## config.mk

```make
export PLATFORM = sky130hd
export DESIGN_NAME = exc_entry_seq
export DESIGN_NICKNAME = d
export VERILOG_FILES = /design/src/rtl/exc_entry_seq.sv
export SDC_FILE = /design/constraint.sdc
export NUM_CORES = 1
export LEC_CHECK = 0
export ABC_CLOCK_PERIOD_IN_PS = 2600
export BUFFER_PORTS_ARGS = -buffer_cell sky130_fd_sc_hd__buf_2
export CORE_ASPECT_RATIO = 0.5
export CORE_MARGIN = 3
export CORE_UTILIZATION = 49
export CTS_BUF_LIST = sky130_fd_sc_hd__clkbuf_4 sky130_fd_sc_hd__clkbuf_8
export DETAILED_ROUTE_END_ITERATION = 10
export MAX_ROUTING_LAYER = met4
export PLACE_DENSITY = 0.92
export SLEW_MARGIN = 20
export SYNTH_ARGS = -nofsm -noshare
export SYNTH_HDL_FRONTEND = slang
export SYNTH_SLANG_ARGS = --single-unit
```

## constraint.sdc

```tcl
create_clock -name clk -period 2.6 [get_ports clk]
set_input_delay 0.39 -clock clk [delete_from_list [all_inputs] [get_ports clk]]
set_output_delay 0.39 -clock clk [all_outputs]
set_load 0.01 [all_outputs]
```

## src/rtl/exc_entry_seq.sv

```systemverilog
module exc_entry_seq #(
  parameter int XLEN = 32,
  parameter int MODE_W = 5,
  parameter int IDIS_BIT = 7,
  parameter int CSTATE_BIT = 5,
  parameter logic [MODE_W-1:0] IRQ_MODE = 5'h12,
  parameter logic [MODE_W-1:0] SVC_MODE = 5'h13,
  parameter logic [XLEN-1:0] IRQ_VEC = 32'h18,
  parameter logic [XLEN-1:0] SWI_VEC = 32'h08
) (
  input  logic              clk,
  input  logic              rst_n,
  input  logic              irq_req,
  input  logic              swi_req,
  input  logic [XLEN-1:0]   pc_in,
  input  logic [XLEN-1:0]   psr_in,
  input  logic              compact,
  output logic              flush,
  output logic [MODE_W-1:0] new_mode,
  output logic [XLEN-1:0]   link_out,
  output logic [XLEN-1:0]   pc_out,
  output logic [XLEN-1:0]   spsr_out,
  output logic [XLEN-1:0]   psr_out
);

  localparam logic [XLEN-1:0] WIDE_STEP   = XLEN'(4);
  localparam logic [XLEN-1:0] NARROW_STEP = XLEN'(2);
  localparam logic [XLEN-1:0] PREFETCH    = XLEN'(4);

  logic              swi_go, irq_go, take;
  logic [XLEN-1:0]   step, link_n, pc_n, psr_n;
  logic [MODE_W-1:0] mode_n;

  assign swi_go = swi_req && !flush;
  assign irq_go = irq_req && !psr_in[IDIS_BIT] && !flush;
  assign take   = swi_go || irq_go;

  assign step   = compact ? NARROW_STEP : WIDE_STEP;
  assign mode_n = swi_go ? SVC_MODE : IRQ_MODE;
  assign link_n = swi_go ? (pc_in - step) : (pc_in - step + PREFETCH);
  assign pc_n   = (swi_go ? SWI_VEC : IRQ_VEC) + PREFETCH;

  always_comb begin
    psr_n               = psr_in;
    psr_n[MODE_W-1:0]   = mode_n;
    psr_n[IDIS_BIT]     = 1'b1;
    psr_n[CSTATE_BIT]   = 1'b0;
  end

  always_ff @(posedge clk or negedge rst_n) begin
    if (!rst_n) begin
      flush    <= 1'b0;
      new_mode <= '0;
      link_out <= '0;
      pc_out   <= '0;
      spsr_out <= '0;
      psr_out  <= '0;
    end else begin
      flush <= take;
      if (take) begin
        new_mode <= mode_n;
        link_out <= link_n;
        pc_out   <= pc_n;
        spsr_out <= psr_in;
        psr_out  <= psr_n;
      end
    end
  end

  assert_flush_single_R10: assert property (@(posedge clk) disable iff (!rst_n)
    flush |=> !flush);

  assert_masked_irq_R3: assert property (@(posedge clk) disable iff (!rst_n)
    (irq_req && psr_in[IDIS_BIT] && !swi_req && !flush) |=> !flush);

  assert_swi_first_R11: assert property (@(posedge clk) disable iff (!rst_n)
    (swi_req && !flush) |=> (flush && new_mode == SVC_MODE));

  assert_spsr_saved_R8: assert property (@(posedge clk) disable iff (!rst_n)
    (swi_req && !flush) |=> (spsr_out == $past(psr_in)));

  assert_psr_masked_R9: assert property (@(posedge clk) disable iff (!rst_n)
    flush |-> (psr_out[IDIS_BIT] && !psr_out[CSTATE_BIT] && psr_out[MODE_W-1:0] == new_mode));

  assert_vector_R7: assert property (@(posedge clk) disable iff (!rst_n)
    flush |-> (pc_out == ((new_mode == SVC_MODE) ? SWI_VEC + PREFETCH : IRQ_VEC + PREFETCH)));

  assert_hold_R10: assert property (@(posedge clk) disable iff (!rst_n)
    (!flush && !swi_req && !irq_req) |=> $stable(link_out) && $stable(pc_out) && $stable(new_mode));

endmodule

```

== Yosys cells after proc, flatten, opt, wreduce, memory -nomap -nowiden ==
Cells that the tools add are included.
Storage, ports and cells
  word-level logic and storage cells: 19
  bits in registers: 133
  output and inout bits: 134
  input bits: 69
Operators by class
  reductions and logical operators: 6
  mux-type cells: 4
  add/subtract/negate cells: 3
Operators by type and width (number)
  32-bit by 3-bit adder with 32-bit output (second input constant): 1
  32-bit 2-to-1 mux: 1
  32-bit by 3-bit subtractor with 32-bit output: 1
  5-bit by 3-bit adder with 6-bit output (second input constant): 1
  5-bit 2-to-1 mux: 1
  1-bit logical AND: 3
  3-bit 2-to-1 mux: 1
  1-bit zero test: 2
  1-bit logical OR: 1
  1-bit 2-to-1 mux: 1

== Logic depth before layout (Yosys ltp) ==
  depth after elaboration: 4
  depth in mapped cells: 13
  depth with buffers taken out: 12

== Least setup slack after synthesis ==
OpenSTA, ideal clock, no wires.
  kind: input to register
  start point: input pc_in[1]
  end point: register link_out[29]
  library setup time: 132 ps
  setup slack: -597 ps
  data required time: 2468 ps
  buffers on the path: 1
  data arrival time: 3065 ps
  stages: 13
  cells stage by stage: inv_1 > ha_1 > inv_1 > fa_1 > or4_1 > nand2_1 > o211ai_1 > or3_1 > buf_2 > nor4b_4 > and3b_1 > mux2i_1 > o21ai_1
Between the ends
  word-level cells in the longest chain between the ends: 3
RTL lines
  start: declaration: line 15  | input logic [XLEN-1:0] pc_in,
  32-bit by 3-bit subtractor with 32-bit output (*): line 40  | assign link_n = swi_go ? (pc_in - step) : (pc_in - step + PREFETCH);
  32-bit by 3-bit adder with 32-bit output: line 40
  32-bit 2-to-1 mux (*): line 40
  end signal: assignment: line 62  | link_out <= link_n;
  end: declaration: line 20  | output logic [XLEN-1:0] link_out,
Mark *: on every way between the ends. The rest lies on a longest branch, timed or not.
A chain may end at the register's enable or synchronous reset.

== Worst setup path in the final report ==
  start point: input pc_in[1]
  end point: register link_out[26]
Same word-level chain as after synthesis.

==> impl_results.md <==
* Outcome: finished, violations left
* Failing checks: negative setup slack
* FP Rows at 24
* GP Congestion at 0.9003
* Area post-placement at 0.005823 mm²
* Crit path kind: input port to register
* GRT Total Usage at 27.44%
* Top cell type's share of synthesized area at 37.12%
* Critical path launch point: pc_in[1]
* CTS tree: yes
* Busiest layer in global routing: met2
* Hold Buf Count CTS at 0
* Hold WC Path Type: input port to asynchronous set/reset pin
* Port Buf Inserts at 168
* Final Critical Period at 3.002 ns
* Vias in the first global route at 4767
* Register area share after synthesis at 37.12%
* Crit start category: input port
* Synth Flop Type: dfrtp_1
* Post-synth top cells: 141 x nand2_1, 68 x dfrtp_1, 66 x buf_4
* Crit path cell chain: buf_8 > inv_12 > ha_4 > inv_2 > fa_2 > nor4_4 > buf_4 > nand4_2 > a2111oi_4 > o211ai_1 > a211oi_4 > buf_4 > a31oi_2 > xor2_1 > o21ai_0
* DR vias/cell at 5.632
* Clock latency on the worst-skew pair at 0.36 ns
* DRC Markers at 0
* Mapped Area at 0.004584 mm²
* Die area at 0.01062 mm²
* Synthesized flop and latch total at 68
* Largest net degree at the start of global routing at 69
* Post-synth top area cell: dfrtp_1
* Met1 Use GR at 32.01%
* Most frequent cell after synthesis: nand2_1
* Setup ws final at -0.4022 ns
* Post-Synth XOR/XNOR Area at 7.069%
* Synth Area in Compound Gates at 13.37%
* Final Setup Violations at 23
* Total grt overflow at 0
* Area delta synth->final at 38.86%
* Max rail drop VDD at 0.0002118 V
* Worst-path clk slew at 0.08 ns
* Die H at 74.40 µm
* Final wirelength at 15540 µm
* Max-slew violation count at 0
* Post-synthesis cell count at 553
* I/O pins at 203
* CP peak stage delay at 0.40 ns
* Design Area, Final at 0.006366 mm²
* Smallest hold slack at 0.06610 ns
* CP delay by family, top: compound AO/OA/AOI/OAI gates
* Cell variety after synth at 65
* Drt first pass iters at 5
* PwrDens at 523.8 mW/mm²
* Initial Utilization at 51.58%
* Clock Root Buffer: clkbuf_8
* DR vias at 5035
* Slew margin rel. at 54.81%
* Maximum clock rate at 333.1 MHz
* CP max FO at 5
* CTS H-tree depth at 3
* Wire per inst at 17.39 µm
* Antenna cells at 0
* Number of synthesized flops with an enable pin at 0
* Max cap viols at 0
* Critical Path RT at 2.81 ns
* Leakage at 3.190 nW
* Post-synthesis adder-cell area fraction at 1.255%
* Post-synthesis mux area share at 0.6550%
* TritonCTS buffer count at 9
* Worst-Margin Slew at 0.6779 ns
* Worst Skew at 0.007850 ns
* Die Wd at 142.8 µm
* Main combinational cell family by area after synthesis: simple AND/OR/NAND/NOR gates
* Final Hold Violating Endpoints at 0
* Mapped Avg Cell Area at 8.290 µm²
* First-pass GRT wire length at 22720 µm
* Met2 Use GR at 47.35%
* Share of layout cells above drive strength 1 at 44.14%
* Layout net count at 845
* Detail Route Antenna Nets at 0
* Share of synthesized flip-flops with an asynchronous set or reset at 100.0%
* DP HPWL at 10120 µm
* Initial antenna violation count at 0
* Sink Count at 68
* Most used cell, CP: buf_4
* Crit path buffers/inverters at 5
* Critical R2R Launch: flush
* TNS Setup at -5.654 ns
* Final cycle utilization of the critical path at 115.5%
* RSZ-0062 raised after global routing: true
* Critical-path top delay cell: a211oi_4
* Worst Setup End Kind: register
* Ranking of synthesized cells by area: dfrtp_1 37%, nand2_1 12%, buf_4 11%, xnor2_1 4.0%, xor2_1 3.1%
* Synth Warn # at 0
* Critical Path AT at 3.22 ns
* GR Util met3 at 4.303%
* CTS max path bufs at 2
* Post-Synth Simple-Gate Area at 26.86%
* DR iter-0 viols at 563
* Core box area at 0.008889 mm²
-- flip-flops by register name (all words and copies together), names as in the netlist --
register,cells
flush,1
link_out,32
psr_out,2
pc_out,1
spsr_out,32
-- power by group --
group | switching (mW) | total, mW | internal, mW
Sequential | 0.124 | 1.37 | 1.25
Clock | 0.429 | 0.819 | 0.390
Combinational | 0.681 | 1.14 | 0.460
Total | 1.23 | 3.33 | 2.10
-- cells by family after synthesis --
group | after synthesis
AOI/OAI and AO/OA | 90
xor gates and xnor gates | 37
adders and majority gates | 4
buffers and inverters | 99
DFF | 68
muxes | 3
other | 1
and+or+nand+nor | 251
-- worst register-to-register path: stages, from the launching register on --
cell      delay (ns)
dfrtp_1         0.39
inv_1           0.10
nand2_1         0.11
o211ai_1        0.13
or3_4           0.44
buf_4           0.16
nor3_4          0.21
mux2i_1         0.26
xnor2_1         0.13
o21ai_0         0.09
-- final cells by class --
type,count,area [µm²]
clock buffer,12,152.6
clock inverter,4,25.02
fill,615,2522
inverter,8,42.54
multi-input combinational,419,2678
sequential,68,1702
tap,117,146.4
timing repair buffer,266,1620
-- placed cells by master (no fill, tap or decap), drive strengths merged, types with 4 or more instances in the layout --
| cell type | instances |
|---|---|
| o211ai | 4 |
| nand2 | 142 |
| clkbuf | 12 |
| o21ai | 28 |
| o31ai | 4 |
| xnor2 | 21 |
| buf | 266 |
| o22ai | 5 |
| and4 | 4 |
| dfrtp | 68 |
| or3 | 8 |
| nor3 | 13 |
| and3 | 6 |
| a31oi | 6 |
| inv | 7 |
| nand3 | 10 |
| nor4 | 10 |
| nor2 | 32 |
| conb | 34 |
| a21oi | 19 |
| xor2 | 16 |
| nand4 | 10 |
-- layer usage --
metal / part of all wire (%) / wire length [µm] / vias up
met1: 39 / 6020 / 2383
met3: 8.0 / 1247 / 78
met2: 49 / 7606 / 354
met4: 4.3 / 669 / 0
met5: 0 / 0 / -
li1: - / - / 2220
-- timing repair --
action / 4_1_cts / 5_1_grt
gates resized for setup: 41 / 18
endpoints found under the setup margin: 23 / 24
pin swaps: 25 / 17
buffers inserted: 5 / 7
-- final timing paths --
kind                           endpoint  slack, ns  cells past startpoint
setup reg to reg           link_out[17]       0.43                      9
setup / recovery           link_out[26]      -0.40                     15
hold reg to reg             spsr_out[4]       0.46                      2
hold / removal             spsr_out[22]       0.07                      2
max in group asynchronous  link_out[17]       2.24                      2
min in group clk           spsr_out[30]       0.23                      3
-- metrics by stage --
stage | utilization, % | total power, mW | worst slack [ns] | std cells
finish | 71.62 | 3.334 | -0.4022 | 894
global route | 71.62 | 3.508 | -0.4847 | 894
CTS | 69.99 | 3.302 | -0.1959 | 887
detailed placement | 65.51 | 2.473 | -0.6937 | 867
global placement | 65.51 | 2.429 | -0.6332 | 867
floorplan | - | 2.039 | -0.5144 | 586
No activity file was read; power rests on OpenSTA's default activity.
